`config.mk`:
```
export PLATFORM = sky130hd
export DESIGN_NAME = fifo_err_mon
export DESIGN_NICKNAME = d
export VERILOG_FILES = /design/src/rtl/fifo_err_mon.sv
export SDC_FILE = /design/constraint.sdc
export NUM_CORES = 2
export LEC_CHECK = 0
export ABC_AREA = 1
export BUFFER_PORTS_ARGS = -buffer_cell sky130_fd_sc_hd__buf_2
export CAP_MARGIN = 30
export CORE_MARGIN = 2
export CORE_UTILIZATION = 36
export CTS_BUF_LIST = sky130_fd_sc_hd__clkbuf_4
export DETAILED_ROUTE_END_ITERATION = 8
export REMOVE_ABC_BUFFERS = 1
export SLEW_MARGIN = 20
export SYNTH_ARGS = -nofsm -noshare
export SYNTH_HDL_FRONTEND = slang
export SYNTH_SLANG_ARGS = --single-unit
```
`constraint.sdc`:
```
create_clock -name clk -period 5.94 [get_ports clk]
set_clock_uncertainty 0.2 [all_clocks]
set_input_delay 0.594 -clock clk [delete_from_list [all_inputs] [get_ports clk]]
set_output_delay 0.594 -clock clk [all_outputs]
set_load 0.02 [all_outputs]
```
`src/rtl/fifo_err_mon.sv`:
```
module fifo_err_mon #(
  parameter int DATA_W    = 64,
  parameter int IN_BYTES  = 256,
  parameter int OUT_DEPTH = 8,
  parameter int ADDR_W    = 4
) (
  input  logic              clk,
  input  logic              rst_n,
  input  logic              bus_wr,
  input  logic              bus_rd,
  input  logic [ADDR_W-1:0] bus_addr,
  input  logic [DATA_W-1:0] bus_wdata,
  output logic [DATA_W-1:0] bus_rdata,
  input  logic              eng_pop,
  output logic [DATA_W-1:0] eng_in_data,
  input  logic              eng_push,
  input  logic [DATA_W-1:0] eng_out_data,
  input  logic              eng_done,
  output logic              err_irq,
  output logic              eng_halt
);
  localparam int IN_DEPTH = IN_BYTES / (DATA_W / 8);
  localparam int IN_AW    = $clog2(IN_DEPTH);
  localparam int OUT_AW   = $clog2(OUT_DEPTH);

  localparam logic [ADDR_W-1:0] A_STAT = ADDR_W'(0);
  localparam logic [ADDR_W-1:0] A_MASK = ADDR_W'(1);
  localparam logic [ADDR_W-1:0] A_SIZE = ADDR_W'(2);
  localparam logic [ADDR_W-1:0] A_IN   = ADDR_W'(3);
  localparam logic [ADDR_W-1:0] A_OUT  = ADDR_W'(4);

  localparam int B_AE  = 6;
  localparam int B_OFE = 5;
  localparam int B_IFE = 4;
  localparam int B_IFO = 2;
  localparam int B_OFU = 1;
  localparam logic [DATA_W-1:0] LIVE = DATA_W'(7'b1110110);

  logic [DATA_W-1:0] in_mem [IN_DEPTH];
  logic [IN_AW-1:0]  in_wp, in_rp;
  logic [IN_AW:0]    in_cnt;
  logic [DATA_W-1:0] out_mem [OUT_DEPTH];
  logic [OUT_AW-1:0] out_wp, out_rp;
  logic [OUT_AW:0]   out_cnt;

  logic [DATA_W-1:0] status_q, mask_q, size_q, ev, clr;

  wire in_full   = in_cnt == (IN_AW+1)'(IN_DEPTH);
  wire in_empty  = in_cnt == '0;
  wire out_full  = out_cnt == (OUT_AW+1)'(OUT_DEPTH);
  wire out_empty = out_cnt == '0;

  wire push_req = bus_wr && bus_addr == A_IN;
  wire pop_req  = bus_rd && bus_addr == A_OUT;
  wire in_push  = push_req && !in_full;
  wire in_pop   = eng_pop && !in_empty;
  wire out_push = eng_push && !out_full;
  wire out_pop  = pop_req && !out_empty;

  always_ff @(posedge clk) begin
    if (in_push) in_mem[in_wp] <= bus_wdata;
    if (out_push) out_mem[out_wp] <= eng_out_data;
  end

  always_ff @(posedge clk) begin
    if (!rst_n) begin
      in_wp <= '0; in_rp <= '0; in_cnt <= '0;
      out_wp <= '0; out_rp <= '0; out_cnt <= '0;
    end else begin
      if (in_push) in_wp <= in_wp + 1'b1;
      if (in_pop) in_rp <= in_rp + 1'b1;
      in_cnt <= in_cnt + (IN_AW+1)'(in_push) - (IN_AW+1)'(in_pop);
      if (out_push) out_wp <= out_wp + 1'b1;
      if (out_pop) out_rp <= out_rp + 1'b1;
      out_cnt <= out_cnt + (OUT_AW+1)'(out_push) - (OUT_AW+1)'(out_pop);
    end
  end

  always_comb begin
    ev = '0;
    ev[B_IFO] = push_req && in_full;
    ev[B_OFU] = pop_req && out_empty;
    ev[B_OFE] = bus_wr && bus_addr == A_SIZE && !out_empty;
    ev[B_IFE] = eng_done && !in_empty;
    ev[B_AE]  = (bus_wr || bus_rd) && bus_addr > A_OUT;
  end

  assign clr = (bus_wr && bus_addr == A_STAT) ? bus_wdata : '0;

  always_ff @(posedge clk) begin
    if (!rst_n) begin
      status_q <= '0;
      mask_q   <= '0;
      size_q   <= '0;
    end else begin
      status_q <= ((status_q & ~clr) | (ev & ~mask_q)) & LIVE;
      if (bus_wr && bus_addr == A_MASK) mask_q <= bus_wdata & LIVE;
      if (bus_wr && bus_addr == A_SIZE) size_q <= bus_wdata;
    end
  end

  always_comb begin
    case (bus_addr)
      A_STAT:  bus_rdata = status_q;
      A_MASK:  bus_rdata = mask_q;
      A_SIZE:  bus_rdata = size_q;
      A_OUT:   bus_rdata = out_empty ? '0 : out_mem[out_rp];
      default: bus_rdata = '0;
    endcase
  end

  assign eng_in_data = in_empty ? '0 : in_mem[in_rp];
  assign err_irq  = |status_q;
  assign eng_halt = |status_q;
endmodule


```
After elaboration in Yosys (flattened, before gate mapping)
Memories as Yosys holds them, arrays and structs flattened. A register that Yosys moved wholly into a read port is not among the register bits.
Index checks and enable logic that the tools add are counted.
Widths: inputs -> output; s select.
{ "totals": {"reg_bits": 100, "rom_bits": 0, "wordCells": 66, "ramBits": 2560, "latchBits": 0, "n_memories": 2} }
{ "op_classes": {"div_mod_pow": 0, "n_lt_le_gt_ge": 1, "shifts": 0, "n_eq_ne": 6, "mux": 12, "multipliers": 0, "reduce_logical": 23, "add_sub_neg": 8, "bitwise": 5} }
{ "mem_list": {"columns": ["name", "words", "word_bits", "read_ports", "rd_ports_with_merged_regs", "write_ports", "line_no", "source"], "rows": [
  ["in_mem", 32, 64, 1, 1, 1, "39", "logic [DATA_W-1:0] in_mem [IN_DEPTH];"],
  ["out_mem", 8, 64, 1, 1, 1, "42", "logic [DATA_W-1:0] out_mem [OUT_DEPTH];"]
]} }
{ "op_table": {"columns": ["operator", "n"], "rows": [
  ["$pmux 64 s4", 1],
  ["$mux 64", 2],
  ["$reduce_or 64->1", 1],
  ["$and 7x7->7", 2],
  ["$logic_and 1x1->1", 14],
  ["$not 7->7", 2],
  ["$add 5x1->5 const B", 2],
  ["$mux 5", 2],
  ["$eq 4x2->1 const B", 2],
  ["$logic_not 4->1", 2],
  ["$mux 7", 1],
  ["$or 7x7->7", 1],
  ["$add 3x1->3 const B", 2],
  ["$add 6x1->6", 1],
  ["$eq 6x6->1 const B", 1],
  ["$logic_not 6->1", 1],
  ["$mux 3", 2],
  ["$sub 6x1->6", 1],
  ["$add 4x1->4", 1],
  ["$eq 4x1->1 const B", 1],
  ["$eq 4x3->1 const B", 1],
  ["$eq 4x4->1 const B", 1],
  ["$gt 4x3->1 const B", 1],
  ["$logic_not 1->1", 4],
  ["3 further kinds", 6]
]} }

Logic depth before layout (Yosys ltp)
{ "depth": {"word_depth": 6, "mapped_depth": 16, "mapped_depth_nobuf": 16} }

Least setup slack after synthesis
OpenSTA, ideal clock, no wires.
{ "synth_path": {"path_type": "input -> register", "startpoint": "in bus_addr[3]", "endpoint": "mem in_mem[7][0] (enable)", "path_buffers": 0, "setup_time_ps": 565, "path_slack_ps": -516, "arrival_ps": 5692, "path_stages": 7, "path_cell_list": "nor2_1 -> inv_1 -> nor2_1 -> nand2_1 -> nor2_1 -> nand2_1 -> nor3_1"} }
{ "synth_between": {"elab_chain_cells": 5} }
{ "synth_lines": {"columns": ["item", "line_no", "source"], "rows": [
  ["from (decl)", "11", "input logic [ADDR_W-1:0] bus_addr,"],
  ["$eq 4x2->1", "53", "wire push_req = bus_wr && bus_addr == A_IN;"],
  ["$logic_and 1x1->1", "53", null],
  ["$logic_and 1x1->1", "55", "wire in_push = push_req && !in_full;"],
  ["$mux 1", "61", "if (in_push) in_mem[in_wp] <= bus_wdata;"],
  ["$mux 1 (not written as such)", "61", null],
  ["to (decl)", "39", null]
]} }
No other way between the ends.

==> summary.txt <==
Drt
  – Via count: ~75000
  – DRC violation count after routing: 0
  – Avg Vias per Cell: approximately 5.3
  – Number of nets with antenna violations after detailed routing: 0
  – Pre-Repair DR Iteration Count: 6
  – Initial drt markers: between 8000 and 9000
  – Total wirelength of the detailed-routed design: 335 mm
  – DR WL/cell: 23.4 um

Setup path
  – Critical Path Max Stage Delay: around 740 ps
  – Peak fanout along the critical path: 65
  – Kind of critical path: reg -> out
  – Slack of the worst reg-to-reg path: between 2000 and 2500 ps
  – Launch instance of the worst register-to-register path: in_cnt[2]
  – Slowest stage cell on the critical path: buf_4
  – Worst Path Required: 5150 ps
  – Crit Reg-Reg Endpoint: in_mem[0][30]
  – Data arrival at the endpoint of the critical path: about 5000 ps
  – R2r worst-path depth: 8
  – Launching element type of the critical path: flip-flop
  – Critical-path cell list: buf_4 -> buf_12 -> buf_4 -> nand3_1 -> nand3_1 -> nand2_1 -> nand2_1 -> nand3_1 -> nand2_1 -> nor2_1 -> buf_2
  – CP Capture Type: output port

Logic synthesis
  – Avg Cell Area, Syn: about 12 um2
  – Sequential share of the synthesized area: roughly 74%
  – Gate count of the mapped netlist: 9012
  – Ranking of synthesized cells by area: edfxtp_1, nand2_1, nand3_1
  – Synthesized area: 107000 um2
  – Yosys warnings: 0
  – Biggest area consumer among synthesized cells: edfxtp_1
  – Netlist cell types: 32
  – Area share of the largest cell type after synthesis: 71.7%
  – Synthesis-stage register bit count: 2668

Placed design
  – Post-Place Worst Slack: roughly 1700 ps
  – Port Buffer Count: roughly 270
  – Placed Instances: 12800
  – Post-detailed-placement half-perimeter wirelength: between 150 and 200 mm
  – Last weighted congestion value of the routability-driven placer: between 0.7 and 0.8
  – Post-detailed-placement cell area: ~110000 um2

Pwr
  – Max rail drop VDD: slightly above 300 uV
  – Total power divided by cell area: around 350 nW/um2
  – Clk pwr share: a little over a third
  – Switching part of the total power: roughly 30%
  – Net Switching: between 10 and 15 mW
  – Overall Power: ~44 mW
  – Sequential power share: 47.6%
  – Internal power of the cells: just over 30 mW
  – Leakage: 45.6 nW
  – Portion of total power attributed to combinational logic: roughly 18%

CTS
  – Clock buffer depth: 4
  – Clock Tree Root: clkbuf_4
  – CTS tree: yes
  – Num Clock Sinks: ~2700
  – Number of clock buffers inserted by TritonCTS: between 600 and 700
  – Clock latency on the worst-skew pair: between 1500 and 2000 ps
  – Clock slew at the register clock pins of the worst setup and hold paths: roughly 70 ps
  – Number of H-tree levels: 6

Cells and area
  – Area delta synth->final: 16.8%
  – Number of filler cells placed in the layout: 27800
  – Final std cells w/o fill: around 14000
  – Fin area: 125000 um2
  – Post-Route Utilization: between 40% and 50%
  – Fraction of layout cells with a size suffix above 1: roughly 15%
  – Nets: 10100

STA
  – Fin. Hold Viols: 0
  – Final hold slack: about 60 ps
  – Transition time at the pin with the least slew margin: 1300 ps
  – Tcrit/Tclk final: between 90% and 100%
  – Tightest slew margin relative to the limit: approximately 14%
  – Worst-case setup margin in the final layout: between 200 and 300 ps
  – Max-slew violations: 0
  – Max Freq: between 0.15 and 0.2 GHz
  – Final setup violation count: 0
  – Shortest clock period the worst path allows after layout: approximately 5700 ps
  – Setup repair after global routing missed its margin: false
  – Setup_tns: 0 ps

Die
  – Number of primary I/O pins: approximately 270
  – Overall die height: between 500 and 600 um
  – Row Count: 200
  – Die ar.: 302000 um2
  – Width of the chip: about 550 um
  – Initial standard-cell utilization of the core: a little over a third
  – Area of the core region: ~300000 um2

Global routing
  – Overflow left after global routing: 0
  – Number of global-route vias before repair: roughly 74000
  – Pin count of the biggest net entering global routing: 241
  – Wire length of the first global-routing pass: just under 500 mm
  – All-layer global routing usage: a little over a fifth
  – Initial antenna violation count: 25

Min path
  – WHS Path Cells: 3
  – End of the worst hold path: in_mem[7][63]
  – Hold Crit Class: in -> reg
  – Launch instance of the worst min-delay path: bus_wdata[63]

Status
  – Run status: complete, no violations

Run
  – Number of maximum-capacitance violations: 0
layout by cell type (no fill, tap or decap), drive strengths merged:
| cell | n |
|---|---|
| clkinvlp | 12 |
| o21ai | 352 |
| diode | 11 |
| a31oi | 1 |
| edfxtp | 2560 |
| inv | 99 |
| nand3b | 1 |
| clkbuf | 976 |
| nand4 | 6 |
| o221ai | 78 |
| clkinv | 115 |
| dlygate4sd3 | 309 |
| a21oi | 44 |
| ha | 21 |
| o2111ai | 1 |
| nor2 | 601 |
| o211ai | 48 |
| xor2 | 1 |
| nand2 | 2849 |
| nor3b | 1 |
| nand3 | 1657 |
| bufinv | 6 |
| nor3 | 5 |
| o22ai | 23 |
| buf | 478 |
| o21a | 1 |
| dfxtp | 108 |
| fa | 2 |
kinds of logic after synthesis:
group | Yosys count | synth area share, %
AO/OA/AOI/OAI | 548 | 2.98
XOR/XNOR | 1 | 0.00817
adder cells (fa/ha/maj) | 23 | 0.283
buffers and inverters | 652 | 3.08
flip-flops | 2668 | 73.8
AND/OR/NAND/NOR | 5120 | 19.9
cell type report:
class / count / area (um2) / share of cell area [%]
repair buffers: 789 / 7370 / 5.89
well taps: 3939 / 4930 / 3.94
multi-input cells: 5692 / 25100 / 20.1
flip-flops and latches: 2668 / 79100 / 63.2
clock inverters: 162 / 1010 / 0.805
clock buffers: 974 / 7310 / 5.84
inverters: 70 / 312 / 0.249
diodes: 11 / 27.5 / 0.0220
worst max-delay path, delay by kind of cell (launching register included):
family,cells,cell delay [ps]
AND/OR/NAND/NOR,7,780
buffers and inverters,4,1730
flip-flops,1,680
power groups by stage:
| stage | logic, mW | registers, mW | clock network [mW] |
|---|---|---|---|
| floorplan | 5.24 | 21.8 | 0 |
| global placement | 7.41 | 21.4 | 0 |
| detailed placement | 7.51 | 21.4 | 0 |
| CTS | 7.79 | 21.0 | 15.7 |
| global route | 8.58 | 21.0 | 16.6 |
| finish | 7.79 | 21.0 | 15.3 |
sequential cells by signal, summed over array words and instances (netlist names), named ones only:
name	flops
in_cnt	6
in_mem	2048
in_rp	5
in_wp	5
mask_q	5
out_cnt	4
out_mem	512
out_rp	3
out_wp	3
size_q	64
status_q	5
cells in the mapped netlist:
cell	count
inv_2	4
clkbuf_1	176
a21oi_1	44
nand2_1	2849
nand3b_1	1
o22ai_1	23
buf_1	47
o21ai_0	352
a31oi_1	1
buf_2	284
o2111ai_1	1
nor2_2	1
buf_12	3
o221ai_1	78
dfxtp_1	108
nand3_1	1657
nand4_1	6
nor2_1	600
ha_1	21
o211ai_1	48
xor2_1	1
edfxtp_1	2560
inv_4	1
buf_4	27
inv_1	64
buf_6	44
o21a_1	1
clkinv_1	1
nor3_1	5
nor3b_1	1
buf_8	1
fa_1	2
worst max path at each step:
stage	slack, ps	endpoint
after floorplan	-40530	eng_in_data[13]
after global placement	1670	eng_in_data[1]
after detailed placement	1650	in_mem[0][31]
after CTS	3	eng_in_data[45]
after global routing	40	eng_in_data[45]
final	270	eng_in_data[45]
routing by layer:
metal | global-route usage [%] | vias to the layer above | share of wire (%)
met4 | 7.00 | 24 | 2.6
met2 | 35.0 | 3507 | 47
met3 | 3.86 | 563 | 8.1
met1 | 29.4 | 37300 | 42
met5 | 0 | - | 0.042
li1 | - | 34000 | -
timing repair:
action / 4_1_cts / 5_1_grt
resized for setup: 0 / 2
setup buffers: 0 / 1
hold buffers: 352 / 0
endpoints found under the hold margin: 2812 / 0
setup endpoints to repair: 0 / 8
No activity file was read; power rests on OpenSTA's default activity.
